`config.mk`:
```
export PLATFORM = sky130hd
export DESIGN_NAME = resv_tag_unit
export DESIGN_NICKNAME = d
export VERILOG_FILES = /design/src/rtl/resv_pkg.sv /design/src/rtl/resv_tag_array.sv /design/src/rtl/resv_store_gate.sv /design/src/rtl/resv_dirty_track.sv /design/src/rtl/resv_tag_unit.sv
export SDC_FILE = /design/constraint.sdc
export NUM_CORES = 1
export LEC_CHECK = 0
export ABC_CLOCK_PERIOD_IN_PS = 4750
export CAP_MARGIN = 40
export CORE_UTILIZATION = 35
export CTS_CLUSTER_SIZE = 20
export DETAILED_ROUTE_END_ITERATION = 12
export GPL_ROUTABILITY_DRIVEN = 0
export PLACE_DENSITY = 0.71
export SLEW_MARGIN = 20
export SYNTH_ARGS = -nofsm -noshare
export SYNTH_HDL_FRONTEND = slang
export SYNTH_HIERARCHICAL = 1
export SYNTH_SLANG_ARGS = --single-unit
```
`constraint.sdc`:
```
create_clock -name clk_i -period 4.75 [get_ports clk_i]
set_input_delay 0.95 -clock clk_i [delete_from_list [all_inputs] [get_ports clk_i]]
set_output_delay 0.95 -clock clk_i [all_outputs]
set_load 0.01 [all_outputs]
```
`src/rtl/resv_pkg.sv`:
```
package resv_pkg;

    typedef enum logic [1:0] {
        ST_NONE  = 2'd0,
        ST_PLAIN = 2'd1,
        ST_COND  = 2'd2
    } st_kind_e;

    function automatic st_kind_e classify_store(input logic valid, input logic cond);
        if (!valid)   return ST_NONE;
        else if (cond) return ST_COND;
        else           return ST_PLAIN;
    endfunction

endpackage

```
`src/rtl/resv_tag_array.sv`:
```
module resv_tag_array #(
    parameter int NUM_SLOTS = 16,
    localparam int IDX_W = $clog2(NUM_SLOTS)
) (
    input  logic                 clk_i,
    input  logic                 rst_ni,
    input  logic                 set_en_i,
    input  logic [IDX_W-1:0]     set_idx_i,
    input  logic                 clr_en_i,
    input  logic [IDX_W-1:0]     clr_idx_i,
    input  logic                 clr_all_i,
    output logic [NUM_SLOTS-1:0] tags_o
);

    typedef struct packed {
        logic [NUM_SLOTS-1:0] tags;
    } state_t;

    state_t state_d, state_q;

    always_comb begin
        state_d = state_q;
        for (int s = 0; s < NUM_SLOTS; s++) begin
            if (clr_all_i) begin
                state_d.tags[s] = 1'b0;
            end else if (clr_en_i && (clr_idx_i == IDX_W'(s))) begin
                state_d.tags[s] = 1'b0;
            end else if (set_en_i && (set_idx_i == IDX_W'(s))) begin
                state_d.tags[s] = 1'b1;
            end
        end
    end

    always_ff @(posedge clk_i or negedge rst_ni) begin
        if (!rst_ni) state_q <= '0;
        else         state_q <= state_d;
    end

    assign tags_o = state_q.tags;

endmodule

```
`src/rtl/resv_store_gate.sv`:
```
module resv_store_gate
    import resv_pkg::*;
#(
    parameter int BE_W = 8
) (
    input  logic            st_valid_i,
    input  logic            st_cond_i,
    input  logic            tag_hit_i,
    input  logic            flush_i,
    input  logic [BE_W-1:0] be_i,
    output logic            is_cond_o,
    output logic            ok_o,
    output logic            write_o,
    output logic [BE_W-1:0] be_o
);

    st_kind_e kind;

    always_comb begin
        kind      = classify_store(st_valid_i, st_cond_i);
        is_cond_o = 1'b0;
        ok_o      = 1'b0;
        write_o   = 1'b0;
        unique case (kind)
            ST_PLAIN: write_o = 1'b1;
            ST_COND: begin
                is_cond_o = 1'b1;
                ok_o      = tag_hit_i && !flush_i;
                write_o   = ok_o;
            end
            default: ;
        endcase
        be_o = write_o ? be_i : '0;
    end

endmodule

```
`src/rtl/resv_dirty_track.sv`:
```
module resv_dirty_track #(
    parameter int NUM_SLOTS   = 16,
    parameter int WORD_BYTES  = 8,
    parameter int DIRTY_BYTES = 4,
    localparam int IDX_W      = $clog2(NUM_SLOTS),
    localparam int HALVES     = WORD_BYTES / DIRTY_BYTES,
    localparam int NUM_DIRTY  = NUM_SLOTS * HALVES
) (
    input  logic                  clk_i,
    input  logic                  rst_ni,
    input  logic                  wr_en_i,
    input  logic [IDX_W-1:0]      wr_idx_i,
    input  logic [WORD_BYTES-1:0] wr_be_i,
    output logic [NUM_DIRTY-1:0]  dirty_o
);

    typedef struct packed {
        logic [NUM_DIRTY-1:0] dirty;
    } state_t;

    state_t state_d, state_q;
    logic [HALVES-1:0] part_hit;

    for (genvar h = 0; h < HALVES; h++) begin : g_part
        assign part_hit[h] = |wr_be_i[h*DIRTY_BYTES +: DIRTY_BYTES];
    end

    always_comb begin
        state_d = state_q;
        if (wr_en_i) begin
            for (int s = 0; s < NUM_SLOTS; s++) begin
                if (wr_idx_i == IDX_W'(s)) begin
                    for (int h = 0; h < HALVES; h++) begin
                        if (part_hit[h]) state_d.dirty[s*HALVES + h] = 1'b1;
                    end
                end
            end
        end
    end

    always_ff @(posedge clk_i or negedge rst_ni) begin
        if (!rst_ni) state_q <= '0;
        else         state_q <= state_d;
    end

    assign dirty_o = state_q.dirty;

endmodule

```
`src/rtl/resv_tag_unit.sv`:
```
module resv_tag_unit #(
    parameter int NUM_LINES      = 4,
    parameter int WORDS_PER_LINE = 4,
    parameter int WORD_BYTES     = 8,
    parameter int DIRTY_BYTES    = 4,
    localparam int LINE_W        = $clog2(NUM_LINES),
    localparam int WORD_W        = $clog2(WORDS_PER_LINE),
    localparam int NUM_SLOTS     = NUM_LINES * WORDS_PER_LINE,
    localparam int IDX_W         = LINE_W + WORD_W,
    localparam int NUM_DIRTY     = NUM_SLOTS * (WORD_BYTES / DIRTY_BYTES)
) (
    input  logic                  clk_i,
    input  logic                  rst_ni,
    input  logic                  ld_tag_i,
    input  logic [LINE_W-1:0]     ld_line_i,
    input  logic [WORD_W-1:0]     ld_word_i,
    input  logic                  st_valid_i,
    input  logic                  st_cond_i,
    input  logic [LINE_W-1:0]     st_line_i,
    input  logic [WORD_W-1:0]     st_word_i,
    input  logic [WORD_BYTES-1:0] st_be_i,
    input  logic                  flush_i,
    output logic                  sc_done_o,
    output logic                  sc_ok_o,
    output logic [WORD_BYTES-1:0] wr_be_o,
    output logic [NUM_DIRTY-1:0]  dirty_o
);

    typedef struct packed {
        logic                  sc_done;
        logic                  sc_ok;
        logic [WORD_BYTES-1:0] wr_be;
    } out_t;

    out_t out_d, out_q;

    logic [IDX_W-1:0]      ld_idx, st_idx;
    logic [NUM_SLOTS-1:0]  tags;
    logic                  tag_hit;
    logic                  is_cond, ok, write;
    logic [WORD_BYTES-1:0] gated_be;

    assign ld_idx  = {ld_line_i, ld_word_i};
    assign st_idx  = {st_line_i, st_word_i};
    assign tag_hit = tags[st_idx];

    resv_tag_array #(.NUM_SLOTS(NUM_SLOTS)) u_tags (
        .clk_i     (clk_i),
        .rst_ni    (rst_ni),
        .set_en_i  (ld_tag_i),
        .set_idx_i (ld_idx),
        .clr_en_i  (st_valid_i),
        .clr_idx_i (st_idx),
        .clr_all_i (flush_i),
        .tags_o    (tags)
    );

    resv_store_gate #(.BE_W(WORD_BYTES)) u_gate (
        .st_valid_i (st_valid_i),
        .st_cond_i  (st_cond_i),
        .tag_hit_i  (tag_hit),
        .flush_i    (flush_i),
        .be_i       (st_be_i),
        .is_cond_o  (is_cond),
        .ok_o       (ok),
        .write_o    (write),
        .be_o       (gated_be)
    );

    resv_dirty_track #(
        .NUM_SLOTS   (NUM_SLOTS),
        .WORD_BYTES  (WORD_BYTES),
        .DIRTY_BYTES (DIRTY_BYTES)
    ) u_dirty (
        .clk_i    (clk_i),
        .rst_ni   (rst_ni),
        .wr_en_i  (write),
        .wr_idx_i (st_idx),
        .wr_be_i  (gated_be),
        .dirty_o  (dirty_o)
    );

    always_comb begin
        out_d         = out_q;
        out_d.sc_done = is_cond;
        out_d.sc_ok   = ok;
        out_d.wr_be   = gated_be;
    end

    always_ff @(posedge clk_i or negedge rst_ni) begin
        if (!rst_ni) out_q <= '0;
        else         out_q <= out_d;
    end

    assign sc_done_o = out_q.sc_done;
    assign sc_ok_o   = out_q.sc_ok;
    assign wr_be_o   = out_q.wr_be;

endmodule

```
After elaboration in Yosys (flattened, before gate mapping)
Cells that the tools add are included.
{"block": "totals", "out_inout_bits": 42, "elab_cells": 226, "in_bits": 22, "regBits": 58}
{"block": "classes", "magnitude_cmp": 1, "reduce_logical": 86, "muxes": 56, "eq_ne": 32}
{"op": "$reduce_and A3 Y1", "n": 32}
{"op": "$eq A4 B4 Y1 const B", "n": 16}
{"op": "$mux W1", "n": 51}
{"op": "$reduce_bool A3 Y1", "n": 16}
{"op": "$logic_and A1 B1 Y1", "n": 33}
{"op": "$eq A4 B3 Y1 const B", "n": 8}
{"op": "$eq A4 B2 Y1 const B", "n": 4}
{"op": "$eq A4 B1 Y1 const B", "n": 2}
{"op": "$logic_not A4 Y1", "n": 2}
{"op": "$mux W8", "n": 1}
{"op": "$reduce_or A4 Y1", "n": 2}
{"op": "$lt A4 B5 Y1 const B", "n": 1}
{"op": "$bmux W1 S4", "n": 1}
{"op": "$mux W2", "n": 2}
{"op": "$eq A2 B1 Y1 const B", "n": 1}
{"op": "$eq A2 B2 Y1 const B", "n": 1}
{"op": "$pmux W1 S2", "n": 1}
{"op": "$logic_not A1 Y1", "n": 1}

Depth between registers and ports, before layout
Gate-level depths: netlist of the first run.
{"block": "depth", "ltp_word": 7, "mapped_depth": 9, "mapped_depth_nobuf": 7}

Modules after synthesis
Netlist of the first run, hierarchy kept.
{"mod": "resv_dirty_track", "seq_area_each_um2": 800.8, "area_per_inst_um2": 1306.3, "n_inst": 1, "cells_per_inst": 112}
{"mod": "resv_tag_array", "seq_area_each_um2": 400.4, "area_per_inst_um2": 773.2, "n_inst": 1, "cells_per_inst": 71}
{"mod": "resv_tag_unit", "seq_area_each_um2": 250.2, "area_per_inst_um2": 385.4, "n_inst": 1, "cells_per_inst": 17}
{"mod": "resv_store_gate", "seq_area_each_um2": 0.0, "area_per_inst_um2": 147.6, "n_inst": 1, "cells_per_inst": 23}

Least setup slack after synthesis of the first run
OpenSTA, ideal clock, no wires.
{"block": "synth_path", "kind": "input to register", "from": "input port st_word_i[0]", "to": "register u_dirty.state_q (netlist bit u_dirty/dirty_o[12])", "arrival_time_ns": 2.769, "path_buffers": 2, "path_stages": 9, "required_ns": 4.619, "path_slack_ns": 1.851, "path_cell_list": "mux4_1 > mux2i_1 > mux2i_1 > nand2b_4 > buf_6 > a21oi_1 > nor4_4 > buf_2 > o31ai_1"}
{"block": "synth_between", "elab_chain_len": 7, "word_cells_on_any_way": 8}
{"item": "start: declaration", "line_no": "resv_tag_unit.sv:20", "text": "input logic [WORD_W-1:0] st_word_i,"}
{"item": "$bmux W1 S4", "line_no": "resv_tag_unit.sv:45", "text": "assign tag_hit = tags[st_idx];"}
{"item": "$mux W1 (implied by the code)", "line_no": "resv_tag_unit.sv:45"}
{"item": "net tag_hit", "line_no": "resv_tag_unit.sv:39", "text": "logic tag_hit;"}
{"item": "$logic_and A1 B1 Y1", "line_no": "resv_store_gate.sv:28", "text": "ok_o = tag_hit_i && !flush_i;"}
{"item": "$pmux W1 S2", "line_no": "resv_store_gate.sv:24", "text": "unique case (kind)"}
{"item": "$mux W8", "line_no": "resv_store_gate.sv:33", "text": "be_o = write_o ? be_i : '0;"}
{"item": "net gated_be[1]", "line_no": "resv_tag_unit.sv:41", "text": "logic [WORD_BYTES-1:0] gated_be;"}
{"item": "$reduce_or A4 Y1", "line_no": "resv_dirty_track.sv:25", "text": "assign part_hit[h] = |wr_be_i[h*DIRTY_BYTES +: DIRTY_BYTES];"}
{"item": "$reduce_and A3 Y1 (no source line)"}
{"item": "end signal: assignment", "line_no": "resv_dirty_track.sv:43", "text": "else state_q <= state_d;"}
{"item": "end: declaration", "line_no": "resv_dirty_track.sv:21", "text": "state_t state_d, state_q;"}
The timed path passes the listed nets, and every way through them passes these cells. The select of a mux whose other input is x is not followed.
A chain may end at the register's enable or synchronous reset.

Worst setup path in the final report of the first run
{"block": "layout_path", "from": "input port st_word_i[0]", "to": "register u_dirty.state_q (netlist bit u_dirty/dirty_o[19])"}
The elaborated chain is that of the path after synthesis.

==> impl_results.md, run 1 <==
* Reg area at 0.00145 mm²
* First-pass GRT wire length at 10300 µm
* Count of inserted antenna diode cells at 0
* CP required at between 4 and 5 ns
* Row count at 31
* Post-Syn Nets at ~250
* Total CTS buffers at 9
* DP HPWL at 4280 µm
* Most common cell in the netlist: dfrtp_1
* Initial drt markers at around 140
* Fill cell count at 667
* # H-tree levels at 3
* Vias in the first global route at 2108
* Fin Clk Skew at 0.00906 ns
* DRT Pass-1 Iters at 4
* Initial Util at a little over a third
* TNS Setup at 0 ns
* Pwr Density at 343 mW/mm²
* Initial antenna violation count at 0
* Post-CTS Setup Bufs at 0
* Asr flop ratio synth at 100%
* Grt ovf at 0
* CTS Sinks at between 50 and 60
* Commonest cells in the netlist: dfrtp_1, inv_1, o31ai_1, a21oi_1, nand2_1
* EDFF count, synth at 0
* Clk buf depth at 2
* Worst setup EP type: flop
* Wire length per cell at roughly 16 µm
* CTS tree: yes
* Largest fanout on the critical path at 14
* Die Height at 88.4 µm
* Routed met3 length at 377 µm
* DRC at 0
* CTS Root Cell: clkbuf_8
* GRT Util Overall at 17.8%
* Leading area contributor after synthesis: dfrtp_1
* Worst slew pin tran at 0.736 ns
* Cells after Synth at 223
* Top layer in use: met4
* Area of the multi-input gates at 955 µm²
* Outcome: finished, final reports clean
* RSZ-0062 raised after global routing: no
* Remaining antenna violation count at 0
* Netlist cell types at 37
* FF+latch count, synth at 58
* Hold_ws at 0.470 ns
* Minimum clock period at 3.70 ns
* Worst path arrival time at ~4 ns
* Slew Limit Fails at 0
* Met2 WL at roughly 3100 µm
* Core area at around 0.0072 mm²
* Syn Area/Cell at roughly 12 µm²
* Most area-consuming cells after synthesis: dfrtp_1, o31ai_1, inv_1, mux4_1, a21oi_1
* Hold buffer count at CTS at 0
* Worst setup path category: in2reg
* Hold/Removal Path Class: reg2reg
* Largest net degree at the start of global routing at 59
* Sequential element share of the synthesized area at between 50% and 60%
* Max_cap viols at 0
* Fraction of layout cells with a size suffix above 1 at 11.6%
* Number of setup violations in the final report at 0
* Area Growth Syn to Fin at 37.4%
* Slew margin rel. at between 50% and 60%
* Yosys top cell area share at 55.6%
* PortBufs at 63
* Clock latency at the later pin of the worst-skew pair at roughly 0.34 ns
* Final core utilization at 49.7%
* Lkg Pwr at 1.64 nW
* DR vias at 2083
* DIE WIDTH at 88.4 µm
* Synth warn at 6
* IR drop worst, VDD at between 0.00015 and 0.0002 V
* Post_cts resized at 0
* Final hold violations at 0
* DRT Wirelength at ~6300 µm
* Wl on met1 at around 2700 µm
* Vias per cell at 5.31
* Startpoint Class: input pin
* Main synth FF type: dfrtp_1
* PnR Total Power at 1.23 mW
* Ports at 64
* R2R Setup Slk at between 2 and 2.5 ns
* Total die area at just under 0.008 mm²
* Highest clock rate at 270 MHz
* NumNets Final at 310
* Synthesized area at ~0.0026 mm²
* Reg clk slew, reported paths at ~0.07 ns
* Tcrit/Tclk final at ~78%
-- worst paths after layout --
path | start | endpoint | cells past startpoint
max in group asynchronous | rst_ni | u_tags/tags_o[11]$_DFFE_PN0P_ | 2
worst min-delay path | u_dirty/dirty_o[15]$_DFFE_PN0P_ | u_dirty/dirty_o[15]$_DFFE_PN0P_ | 2
worst max register to register | u_tags/tags_o[13]$_DFFE_PN0P_ | u_dirty/dirty_o[19]$_DFFE_PN0P_ | 8
min in group asynchronous | rst_ni | u_tags/tags_o[9]$_DFFE_PN0P_ | 2
worst max-delay path | st_word_i[0] | u_dirty/dirty_o[19]$_DFFE_PN0P_ | 9
worst min register to register | u_dirty/dirty_o[15]$_DFFE_PN0P_ | u_dirty/dirty_o[15]$_DFFE_PN0P_ | 2
-- per-layer routing --
| layer | global-route usage (%) | vias to the layer above |
|---|---|---|
| met5 | 0 | - |
| met4 | 10.7 | 0 |
| met3 | 3.45 | 8 |
| met2 | 27.6 | 84 |
| met1 | 23.2 | 1039 |
| li1 | - | 952 |
-- final cells by class --
class                      count  share of cell area, %
clock buffer                  10                   3.84
clock inverter                 6                   3.84
inverter                      32                   3.35
multi-input combinational    119                   26.6
sequential                    58                   40.4
tap                           99                   3.45
timing repair buffer          68                   18.5
-- layout by cell type (no fill, tap or decap), types with 3 or more instances in the layout --
| cell | synthesis | final |
|---|---|---|
| clkdlybuf4s50_1 | 0 | 62 |
| inv_1 | 32 | 32 |
| mux4_1 | 4 | 4 |
| a21oi_1 | 15 | 15 |
| a211oi_1 | 7 | 7 |
| and2b_1 | 3 | 3 |
| dfrtp_1 | 58 | 58 |
| o31ai_1 | 24 | 24 |
| a31oi_1 | 7 | 7 |
| buf_4 | 1 | 5 |
| nor2b_1 | 3 | 3 |
| a311oi_1 | 7 | 7 |
| clkbuf_8 | 0 | 10 |
| mux2i_1 | 3 | 3 |
| o41ai_1 | 6 | 6 |
| nor2_1 | 5 | 5 |
| bufinv_16 | 0 | 4 |
| nand2_1 | 10 | 10 |
-- kinds of logic after synthesis --
kind of cell / Yosys count / synth area share [%]
mux: 7 / 5.17
compound gates: 73 / 20.9
buf+inv: 46 / 7.90
flops: 58 / 55.6
simple gates: 39 / 10.4
-- per-stage QoR --
step | setup WS (ns) | std cells | instance area (µm²)
finish | 1.05 | 392 | 3590
global route | 0.856 | 392 | 3590
floorplan | 1.85 | 223 | 2610
CTS | 1.08 | 392 | 3590
global placement | 0.794 | 376 | 3310
detailed placement | 0.700 | 376 | 3310
-- worst max-delay path, cell delays in order --
cell	delay, ns
clkdlybuf4s50_1	0.82
mux4_1	0.62
mux2i_1	0.15
mux2i_1	0.13
nand2b_4	0.18
a21oi_1	0.14
nor4_4	0.57
buf_4	0.26
o31ai_1	0.09
-- power breakdown --
group          total [mW]  leakage (nW)  switching, mW  internal [mW]
Combinational       0.105         0.864         0.0634         0.0413
Clock               0.623         0.137          0.206          0.418
Sequential          0.502         0.636        0.00253          0.500
-- sequential cells by signal, indices dropped and copies added, names as in the netlist --
signal / cells
sc_ok_o: 1
wr_be_o: 8
u_dirty/dirty_o: 32
sc_done_o: 1
u_tags/tags_o: 16
No activity file was read; power rests on OpenSTA's default activity.
==> run 2, diff against run 1 <==
--- a/config.mk
+++ b/config.mk
@@ -5,7 +5,7 @@
 export SDC_FILE = /design/constraint.sdc
 export NUM_CORES = 1
 export LEC_CHECK = 0
-export ABC_CLOCK_PERIOD_IN_PS = 4750
+export ABC_CLOCK_PERIOD_IN_PS = 3500
 export CAP_MARGIN = 40
 export CORE_UTILIZATION = 35
 export CTS_CLUSTER_SIZE = 20
==> constraint.sdc (replaced) <==
create_clock -name clk_i -period 3.5 [get_ports clk_i]
set_input_delay 0.7 -clock clk_i [delete_from_list [all_inputs] [get_ports clk_i]]
set_output_delay 0.7 -clock clk_i [all_outputs]
set_load 0.01 [all_outputs]
==> impl_results.md, run 2 (same netlist as run 1, synthesis figures left out) <==
* Tcrit/Tclk final at 86.7%
* Met2 WL at 3210 µm (+2.5%)
* Top layer in use: met4
* Initial drt markers at 138 (-0.72%)
* Most common cell after layout, fill and taps aside: clkdlybuf4s50_1
* TNS Setup at 0 ns (unchanged)
* Number of setup violations in the final report at 0 (unchanged)
* DR vias at 2069 (-0.67%)
* Post-CTS Setup Bufs at 0 (unchanged)
* Total CTS buffers at 9 (unchanged)
* Slew margin rel. at 59.3% (+8.4 points)
* Row count at 31 (unchanged)
* Slowest cell delay on critical path at 0.58 ns (-0.24 ns)
* Wire length per cell at 16.4 µm (+1.8%)
* # H-tree levels at 3 (unchanged)
* Largest net degree at the start of global routing at 33 (-44%)
* NumNets Final at 314 (+1.3%)
* Outcome: finished, final reports clean
* Count of inserted antenna diode cells at 0 (unchanged)
* Max_cap viols at 0 (unchanged)
* CP max stage cell: clkdlybuf4s50_1
* Hold buffer count at CTS at 0 (unchanged)
* Fraction of layout cells with a size suffix above 1 at 12.5% (+0.85 points)
* R2R Setup Slk at 1.22 ns (-0.99 ns)
* Worst setup path category: in2reg
* Fin Clk Skew at 0.00530 ns (-0.00377 ns)
* IR drop worst, VDD at 0.000203 V (+4.7%)
* DIE WIDTH at 88.4 µm (unchanged)
* FF-to-FF End: u_dirty/dirty_o[0]$_DFFE_PN0P_
* Commonest non-fill, non-tap cells in the layout: clkdlybuf4s50_1, dfrtp_1, inv_1, o31ai_1, a21oi_1
* Largest fanout on the critical path at 10 (-4)
* DRC at 0 (unchanged)
* Most numerous cell on the critical path: mux2i_1
* Lkg Pwr at 1.64 nW (+0.25%)
* Vias in the first global route at 2071 (-1.8%)
* Clk buf depth at 2 (unchanged)
* Minimum clock period at 3.03 ns
* Startpoint Class: input pin
* Hold/Removal Path Class: in2async
* Final core utilization at 49.7% (-0.052 points)
* RSZ-0062 raised after global routing: no
* Hold_ws at 0.371 ns (-0.0981 ns)
* Core area at 0.00721 mm² (unchanged)
* Largest register FFs at 32 (unchanged)
* First-pass GRT wire length at 10600 µm (+2.2%)
* Worst setup EP type: flop
* Post_cts resized at 0 (unchanged)
* PortBufs at 63 (unchanged)
* Worst path arrival time at 3.26 ns (-0.65 ns)
* Pwr Density at 427 mW/mm² (+25%)
* Vias per cell at 5.22 (-1.7%)
* R2r startpoint: u_tags/tags_o[11]$_DFFE_PN0P_
* DP HPWL at 4440 µm (+3.9%)
* Routed met3 length at 418 µm (+11%)
* Wl on met1 at 2770 µm (+3.2%)
* CTS tree: yes
* DRT Pass-1 Iters at 4 (unchanged)
* Die Height at 88.4 µm (unchanged)
* CP required at 3.73 ns (-1.23 ns)
* Ports at 64 (unchanged)
* Reg clk slew, reported paths at 0.06 ns (about the same)
* Slew Limit Fails at 0 (unchanged)
* Clock latency at the later pin of the worst-skew pair at 0.34 ns (about the same)
* GRT Util Overall at 18.3% (+0.48 points)
* Initial antenna violation count at 0 (unchanged)
* Remaining antenna violation count at 0 (unchanged)
* CTS Root Cell: clkbuf_8
* Critical path, cell by cell: clkdlybuf4s50_1 > mux4_1 > mux2i_1 > mux2i_1 > nand2b_4 > a21boi_2 > or3b_1 > o41ai_2
* Worst slew pin tran at 0.610 ns (-0.126 ns)
* Area Growth Syn to Fin at 37.2%
* Final hold violations at 0 (unchanged)
* Highest clock rate at 330 MHz
* DRT Wirelength at 6480 µm (+2.9%)
* CTS Sinks at 58 (unchanged)
* Initial Util at 36.2% (unchanged)
* Grt ovf at 0 (unchanged)
* R2R depth at 7 (-1)
* Total die area at 0.00781 mm² (unchanged)
==> run 2: cell count changes in the layout (fill, tap and decap cells not counted), sizes merged <==
cell | before | now
buf | 6 | 10
bufinv | 4 | 2
clkbuf | 10 | 12
==> run 2: through the flow <==
step	instance area [µm²]	std cells	setup slack, ns	power, mW
after floorplan	2610	223	0.851	0.763
after global placement	3360	380	0.207	0.842
after detailed placement	3360	380	0.127	0.845
after CTS	3580	396	0.469	1.55
after global routing	3580	396	0.328	1.59
final	3580	396	0.466	1.53
==> run 2: worst max-delay path: cells and delay by family <==
kind / cells / cell delay [ns]
multiplexers: 3 / 0.73
AO/OA/AOI/OAI: 2 / 0.58
buffers and inverters: 1 / 0.58
AND/OR/NAND/NOR: 2 / 0.68
==> run 2: power by group <==
part / switching, mW / leakage (nW) / internal (mW)
combinational: 0.0888 / 0.889 / 0.0620
clock: 0.259 / 0.117 / 0.440
sequential: 0.00384 / 0.636 / 0.679
total: 0.351 / 1.64 / 1.18
==> run 2: area by class of cell <==
class                           count  area, µm²
Timing Repair Buffer               72        706
Multi-Input combinational cell    119        955
Sequential cell                    58       1450
Clock buffer                       12        155
Clock inverter                      4       73.8
Tap cell                           99        124
Inverter                           32        120
Fill cell                         666       3630
==> run 2: worst max-delay path by stage <==
stage | end | cells after the start | start
3_5_place_dp | u_dirty/dirty_o[0]$_DFFE_PN0P_ | 8 | st_word_i[0]
4_1_cts | u_dirty/dirty_o[0]$_DFFE_PN0P_ | 8 | st_word_i[0]
3_3_place_gp | u_dirty/dirty_o[12]$_DFFE_PN0P_ | 9 | st_word_i[0]
6_report | u_dirty/dirty_o[0]$_DFFE_PN0P_ | 8 | st_word_i[0]
5_1_grt | u_dirty/dirty_o[0]$_DFFE_PN0P_ | 8 | st_word_i[0]
2_1_floorplan | u_dirty/dirty_o[12]$_DFFE_PN0P_ | 9 | st_word_i[0]
==> run 2: layer usage <==
layer,vias to the layer above,GRT usage [%]
met5,-,0
met2,84,27.3
met4,0,8.06
met3,13,5.97
li1,960,-
met1,1012,24.4
